**config.mk**
```make
export PLATFORM = sky130hd
export DESIGN_NAME = scl_timing_gen
export DESIGN_NICKNAME = d
export VERILOG_FILES = /design/src/rtl/scl_gen_pkg.sv /design/src/rtl/scl_gen_datapath.sv /design/src/rtl/scl_gen_control.sv /design/src/rtl/scl_timing_gen.sv
export SDC_FILE = /design/constraint.sdc
export NUM_CORES = 1
export LEC_CHECK = 0
export ABC_AREA = 1
export CORE_AREA = 2 2 102 55
export DETAILED_ROUTE_END_ITERATION = 8
export DIE_AREA = 0 0 104 57
export HOLD_SLACK_MARGIN = 0.06
export PLACE_DENSITY = 0.7
export SLEW_MARGIN = 10
export SYNTH_ARGS = -nofsm -noshare
export SYNTH_HDL_FRONTEND = slang
export SYNTH_SLANG_ARGS = --single-unit
```
**constraint.sdc**
```tcl
create_clock -name clk -period 3.11 [get_ports clk]
set_clock_uncertainty 0.2 [all_clocks]
set_input_delay 0.311 -clock clk [delete_from_list [all_inputs] [get_ports clk]]
set_output_delay 0.311 -clock clk [all_outputs]
set_load 0.01 [all_outputs]
```
**src/rtl/scl_gen_pkg.sv**
```systemverilog
package scl_gen_pkg;

  // Phase of the generated clock
  typedef enum logic [1:0] {
    PH_IDLE = 2'd0,
    PH_LOW  = 2'd1,
    PH_WAIT = 2'd2,
    PH_HIGH = 2'd3
  } phase_e;

  // Strobes from control to datapath
  typedef struct packed {
    logic loadLow;
    logic loadHigh;
    logic step;
  } ctl_t;

endpackage

```
**src/rtl/scl_gen_datapath.sv**
```systemverilog
module scl_gen_datapath
  import scl_gen_pkg::*;
#(
  parameter int REG_W = 8
) (
  input  logic             clk,
  input  logic             rst_n,
  input  logic             enable,
  input  ctl_t             ctl,
  input  logic [REG_W-1:0] lowCount,
  input  logic             lowExt,
  input  logic [REG_W-1:0] highCount,
  input  logic             highExt,
  input  logic             inHigh,
  input  logic             sclIn,
  input  logic             sdaIn,
  input  logic             sdaReqLow,
  output logic             cntAtOne,
  output logic             lowStart,
  output logic             sdaChange,
  output logic             samplePulse,
  output logic             sclLevel,
  output logic             sdaLevel,
  output logic             sdaDriveLow
);

  localparam int CNT_W = REG_W + 1;
  localparam logic [CNT_W-1:0] ONE = {{(CNT_W-1){1'b0}}, 1'b1};
  localparam int LINES = 2;

  logic [CNT_W-1:0] lowFull, highFull, effLow, effHigh, midCalc;
  logic [CNT_W-1:0] cnt, midMark;
  logic lowStartQ, sdaChgQ;
  logic [LINES-1:0] lineIn, lineQ;

  // Zero programmed counts behave as one cycle
  always_comb begin
    lowFull  = {lowExt, lowCount};
    highFull = {highExt, highCount};
    effLow   = (lowFull == '0)  ? ONE : lowFull;
    effHigh  = (highFull == '0) ? ONE : highFull;
    midCalc  = (effHigh >> 1) + {{(CNT_W-1){1'b0}}, effHigh[0]};
  end

  // Shared down counter for both phases
  always_ff @(posedge clk or negedge rst_n) begin
    if (!rst_n) begin
      cnt     <= '0;
      midMark <= ONE;
    end else if (ctl.loadLow) begin
      cnt <= effLow;
    end else if (ctl.loadHigh) begin
      cnt     <= effHigh;
      midMark <= midCalc;
    end else if (ctl.step) begin
      cnt <= cnt - ONE;
    end
  end

  assign cntAtOne    = (cnt == ONE);
  assign samplePulse = inHigh && (cnt == midMark);

  // Low-start and SDA-change strobes
  always_ff @(posedge clk or negedge rst_n) begin
    if (!rst_n) begin
      lowStartQ <= 1'b0;
      sdaChgQ   <= 1'b0;
    end else begin
      lowStartQ <= ctl.loadLow & enable;
      sdaChgQ   <= lowStartQ & enable;
    end
  end

  assign lowStart  = lowStartQ;
  assign sdaChange = sdaChgQ;

  // Line level status registers
  assign lineIn = {sdaIn, sclIn};
  for (genvar g = 0; g < LINES; g++) begin : g_line
    always_ff @(posedge clk or negedge rst_n) begin
      if (!rst_n) lineQ[g] <= 1'b1;
      else        lineQ[g] <= lineIn[g];
    end
  end

  assign sclLevel    = lineQ[0];
  assign sdaLevel    = lineQ[1];
  assign sdaDriveLow = enable & sdaReqLow;

  // control never steps the counter past one
  assert_count_nonzero_R2: assert property (@(posedge clk) disable iff (!rst_n)
    ctl.step |-> (cnt > ONE));

  // SDA change follows every low start
  assert_sda_after_low_R5: assert property (@(posedge clk) disable iff (!rst_n)
    (lowStart && enable) |=> sdaChange);

  // sample and low-start never coincide
  assert_strobe_exclusive_R6: assert property (@(posedge clk) disable iff (!rst_n)
    $onehot0({lowStart, samplePulse}));

endmodule

```
**src/rtl/scl_gen_control.sv**
```systemverilog
module scl_gen_control
  import scl_gen_pkg::*;
(
  input  logic clk,
  input  logic rst_n,
  input  logic enable,
  input  logic holdLow,
  input  logic sclIn,
  input  logic cntAtOne,
  output ctl_t ctl,
  output logic inHigh,
  output logic sclDriveLow
);

  phase_e state, nextState;

  always_comb begin
    ctl       = '0;
    nextState = state;
    if (!enable) begin
      nextState = PH_IDLE;
    end else begin
      unique case (state)
        PH_IDLE: begin
          nextState   = PH_LOW;
          ctl.loadLow = 1'b1;
        end
        PH_LOW: begin
          if (cntAtOne) begin
            if (!holdLow) nextState = PH_WAIT;
          end else begin
            ctl.step = 1'b1;
          end
        end
        PH_WAIT: begin
          if (sclIn) begin
            nextState    = PH_HIGH;
            ctl.loadHigh = 1'b1;
          end
        end
        PH_HIGH: begin
          if (cntAtOne) begin
            nextState   = PH_LOW;
            ctl.loadLow = 1'b1;
          end else begin
            ctl.step = 1'b1;
          end
        end
        default: nextState = PH_IDLE;
      endcase
    end
  end

  always_ff @(posedge clk or negedge rst_n) begin
    if (!rst_n) state <= PH_IDLE;
    else        state <= nextState;
  end

  assign sclDriveLow = (state == PH_LOW);
  assign inHigh      = (state == PH_HIGH);

  // disable releases the clock on the next cycle
  assert_release_R9: assert property (@(posedge clk) disable iff (!rst_n)
    !enable |=> !sclDriveLow);

  // hold keeps the clock low
  assert_hold_low_R8: assert property (@(posedge clk) disable iff (!rst_n)
    (sclDriveLow && holdLow && enable) |=> sclDriveLow);

  // stretched clock keeps the generator waiting
  assert_stretch_wait_R7: assert property (@(posedge clk) disable iff (!rst_n)
    (state == PH_WAIT && !sclIn && enable) |=> (!sclDriveLow && !inHigh));

endmodule

```
**src/rtl/scl_timing_gen.sv**
```systemverilog
module scl_timing_gen
  import scl_gen_pkg::*;
#(
  parameter int REG_W = 8
) (
  input  logic             clk,
  input  logic             rst_n,
  input  logic             enable,
  input  logic [REG_W-1:0] lowCount,
  input  logic             lowExt,
  input  logic [REG_W-1:0] highCount,
  input  logic             highExt,
  input  logic             holdLow,
  input  logic             sdaReqLow,
  input  logic             sclIn,
  input  logic             sdaIn,
  output logic             sclDriveLow,
  output logic             sdaDriveLow,
  output logic             lowStart,
  output logic             sdaChange,
  output logic             samplePulse,
  output logic             sclLevel,
  output logic             sdaLevel
);

  ctl_t ctl;
  logic cntAtOne, inHigh;

  scl_gen_control u_control (
    .clk         (clk),
    .rst_n       (rst_n),
    .enable      (enable),
    .holdLow     (holdLow),
    .sclIn       (sclIn),
    .cntAtOne    (cntAtOne),
    .ctl         (ctl),
    .inHigh      (inHigh),
    .sclDriveLow (sclDriveLow)
  );

  scl_gen_datapath #(.REG_W(REG_W)) u_datapath (
    .clk         (clk),
    .rst_n       (rst_n),
    .enable      (enable),
    .ctl         (ctl),
    .lowCount    (lowCount),
    .lowExt      (lowExt),
    .highCount   (highCount),
    .highExt     (highExt),
    .inHigh      (inHigh),
    .sclIn       (sclIn),
    .sdaIn       (sdaIn),
    .sdaReqLow   (sdaReqLow),
    .cntAtOne    (cntAtOne),
    .lowStart    (lowStart),
    .sdaChange   (sdaChange),
    .samplePulse (samplePulse),
    .sclLevel    (sclLevel),
    .sdaLevel    (sdaLevel),
    .sdaDriveLow (sdaDriveLow)
  );

  // every low phase opens with the low-start strobe
  assert_low_marks_R4: assert property (@(posedge clk) disable iff (!rst_n)
    $rose(sclDriveLow) |-> lowStart);

endmodule

```
==> results.toml <==
[run_status]
outcome = "completed"

[floorplan]
core_area_mm2 = 0.00513
initial_core_util = 0.347
ios = 32
fp.dieW_um = 104
dieHeight_um = 57
die_area_mm2 = 0.00593
rows = 19

[place]
detailed_place.area_mm2 = 0.00214
gp_congestion = 0.892
portBuffers = 31
dp_hpwl_um = 3760
preCtsSetupSlack_ns = 0.591

[setup_path]
cp.required_ns = 2.60
r2r-start = "u_control.state[0]$_DFFE_PN0P_"
cp-start-kind = "flop"
crit_type = "reg2out"
r2r-end = "u_datapath.cnt[7]$_DFFE_PN0P_"
reg2reg_slack_ns = 1.09
endpoint_kind = "output port"
crit_arrival_ns = 2.07
reg2reg_depth = 8
cp_max_fo = 4

[synth]
syn_avg_cell_area_um2 = 7.24
ys_seq_elements = 24
syn-cell-area_mm2 = 0.00178
async_flop_share = 1.00
synth_edf_count = 0
syn-num-nets = 279
yosysWarningCount = 0
syn_inst = 246
yosys-top-cells-count = "66 x nand2_1, 33 x nand3_1, 25 x nor2_1"
ys.flop_type = "dfrtp_1"
yosysSeqAreaShare = 0.339
synth_most_common_cell = "nand2_1"
synth_area_leader_cell = "dfrtp_1"
synthTopCellsByArea = "dfrtp_1 29%, nand2_1 14%, nand3_1 9.3%, ha_1 5.6%, nor2_1 5.3%"
synth_cell_types = 38
synth_top_area_frac = 0.295

[layout]
fillers = 545
final_cell_area_mm2 = 0.00221
antenna_cells = 0
fin_nets = 309
drive_above_1_share = 0.0982
syn_to_final_growth_pct = 24.2

[clock_tree]
ctsLongestPathBuffers = 2
htreeDepth = 1
clock_latency_ns = 0.28
cts_hold_buf = 0
clock_sinks = 24
cts_buffers = 3
clkTransAtPathRegs_ns = 0.10
ctsResizeCount = 0
cts_setup_buffers = 0
cts_tree = "done"
cts-root-buf = "clkbuf_8"

[pwr]
switchingPower_w = 0.000815
seqPwrFrac = 0.325
comb_power_share = 0.515
p_int_w = 0.000980
power_density_mw_per_mm2 = 811
ir_drop_mv = 0.347
leakage_nw = 1.03
p_clk_frac = 0.160
p_sw_frac = 0.454

[detailed_routing]
detail_route.wl_per_cell_um = 13.5
drcViolationCount = 0
num_vias = 1685
postRouteAntennaNets = 0
vias_per_cell = 4.84
totalWireLength_um = 4700
drtIter0Drc = 149
first_pass_iters = 4

[sta]
timing.final.crit_share = 0.830
drv_slew = 0
finalCriticalPeriod_ns = 2.58
worst_pin_slew_ns = 0.350
setup_tns_ns = 0
worst_slack_ns = 0.529
max_freq_mhz = 387
grt_setup_unrepaired = "false"
hold_viol = 0
max_slew_margin = 0.766
finalSetupViolCount = 0

[global_route]
antenna_found_initial = 0
grt_overflow_total = 0
grt_max_degree = 25
grt_util_all_layers = 0.172
grt_pass1_wl_um = 8060
grt_pass1_vias = 1558

[run]
cap_violations = 0

[hold_path]
holdCritPathClass = "in2async"
[registers in the layout, summed over array words and instances (netlist names)]
| name | count |
|---|---|
| u_datapath.sdaChange | 1 |
| u_datapath.midMark | 9 |
| u_datapath.sclLevel | 1 |
| u_datapath.cnt | 9 |
| u_datapath.lowStart | 1 |
| u_control.state | 2 |
| u_datapath.sdaLevel | 1 |
[how the worst max path moves through the flow]
stage	start	to	slack (ns)	cells after the start
after CTS	u_control.state[1]$_DFFE_PN0P_	samplePulse	0.48	6
after detailed placement	highCount[5]	u_datapath.midMark[6]$_DFFE_PN0P_	0.59	11
final	u_control.state[0]$_DFFE_PN0P_	samplePulse	0.53	6
after global routing	u_control.state[0]$_DFFE_PN0P_	samplePulse	0.34	6
after floorplan	highCount[3]	u_datapath.midMark[6]$_DFFE_PN0P_	1.30	10
after global placement	highCount[5]	u_datapath.midMark[6]$_DFFE_PN0P_	0.70	11
[power groups by stage]
stage	clock network [W]	logic (W)	registers, W
2_1_floorplan	0	0.000705	0.000551
3_3_place_gp	0	0.000904	0.000584
3_5_place_dp	0	0.000917	0.000586
4_1_cts	0.000291	0.000922	0.000580
5_1_grt	0.000310	0.00106	0.000606
6_report	0.000287	0.000924	0.000583
[per-layer routing]
layer,up-vias,share of wire,track usage
met5,-,0,0
met4,0,0,0.0174
met3,0,0.10,0.0514
met2,57,0.35,0.215
met1,775,0.55,0.287
li1,853,-,-
[critical path, cell delays in order, from the launching register on]
cell and delay (ns):
dfrtp_1 0.41, ha_1 0.24, o21ai_0 0.12, a221oi_1 0.23, nand3_1 0.14, nor2_1 0.12
clkdlybuf4s50_1 0.53
[cells in the final DEF (no fill, tap or decap), drive strengths merged]
cell type,count
o21ai,13
clkbuf,3
nand3,35
nand2,72
o22ai,1
and3,1
nor2,28
ha,8
xor2,4
or2,1
a31oi,1
a211oi,1
buf,1
clkdlybuf4s50,31
o21bai,1
xnor2,4
o31ai,1
nand4,3
a221oi,3
o21a,1
dfstp,3
a21oi,7
dfrtp,21
bufinv,1
nor3,2
inv,28
[final cells by class]
type                    instances  area, um2  area share
repair buffers                 32        318       0.144
clock inverters                 1       30.0      0.0136
well taps                      73       91.3      0.0413
flip-flops and latches         24        604       0.273
inverters                      28        108      0.0486
multi-input cells             187       1020       0.461
clock buffers                   3       41.3      0.0187
[stage by stage]
step / cells / util / hold WS, ns / power (W)
final: 348 / 0.431 / 0.179 / 0.00179
after global placement: 344 / 0.417 / 0.264 / 0.00149
after detailed placement: 344 / 0.417 / 0.269 / 0.00150
after CTS: 348 / 0.431 / 0.197 / 0.00179
after floorplan: 246 / - / -0.185 / 0.00126
after global routing: 348 / 0.431 / 0.208 / 0.00198
[cell families after synthesis]
kind of cell / count (synthesis) / share of synthesized area
flops: 24 / 0.339
simple gates: 142 / 0.374
compound gates: 29 / 0.103
fa+ha+maj: 8 / 0.0562
buf+inv: 35 / 0.0885
xor+xnor: 8 / 0.0393
Note: power is estimated with default switching activity, not from simulation.
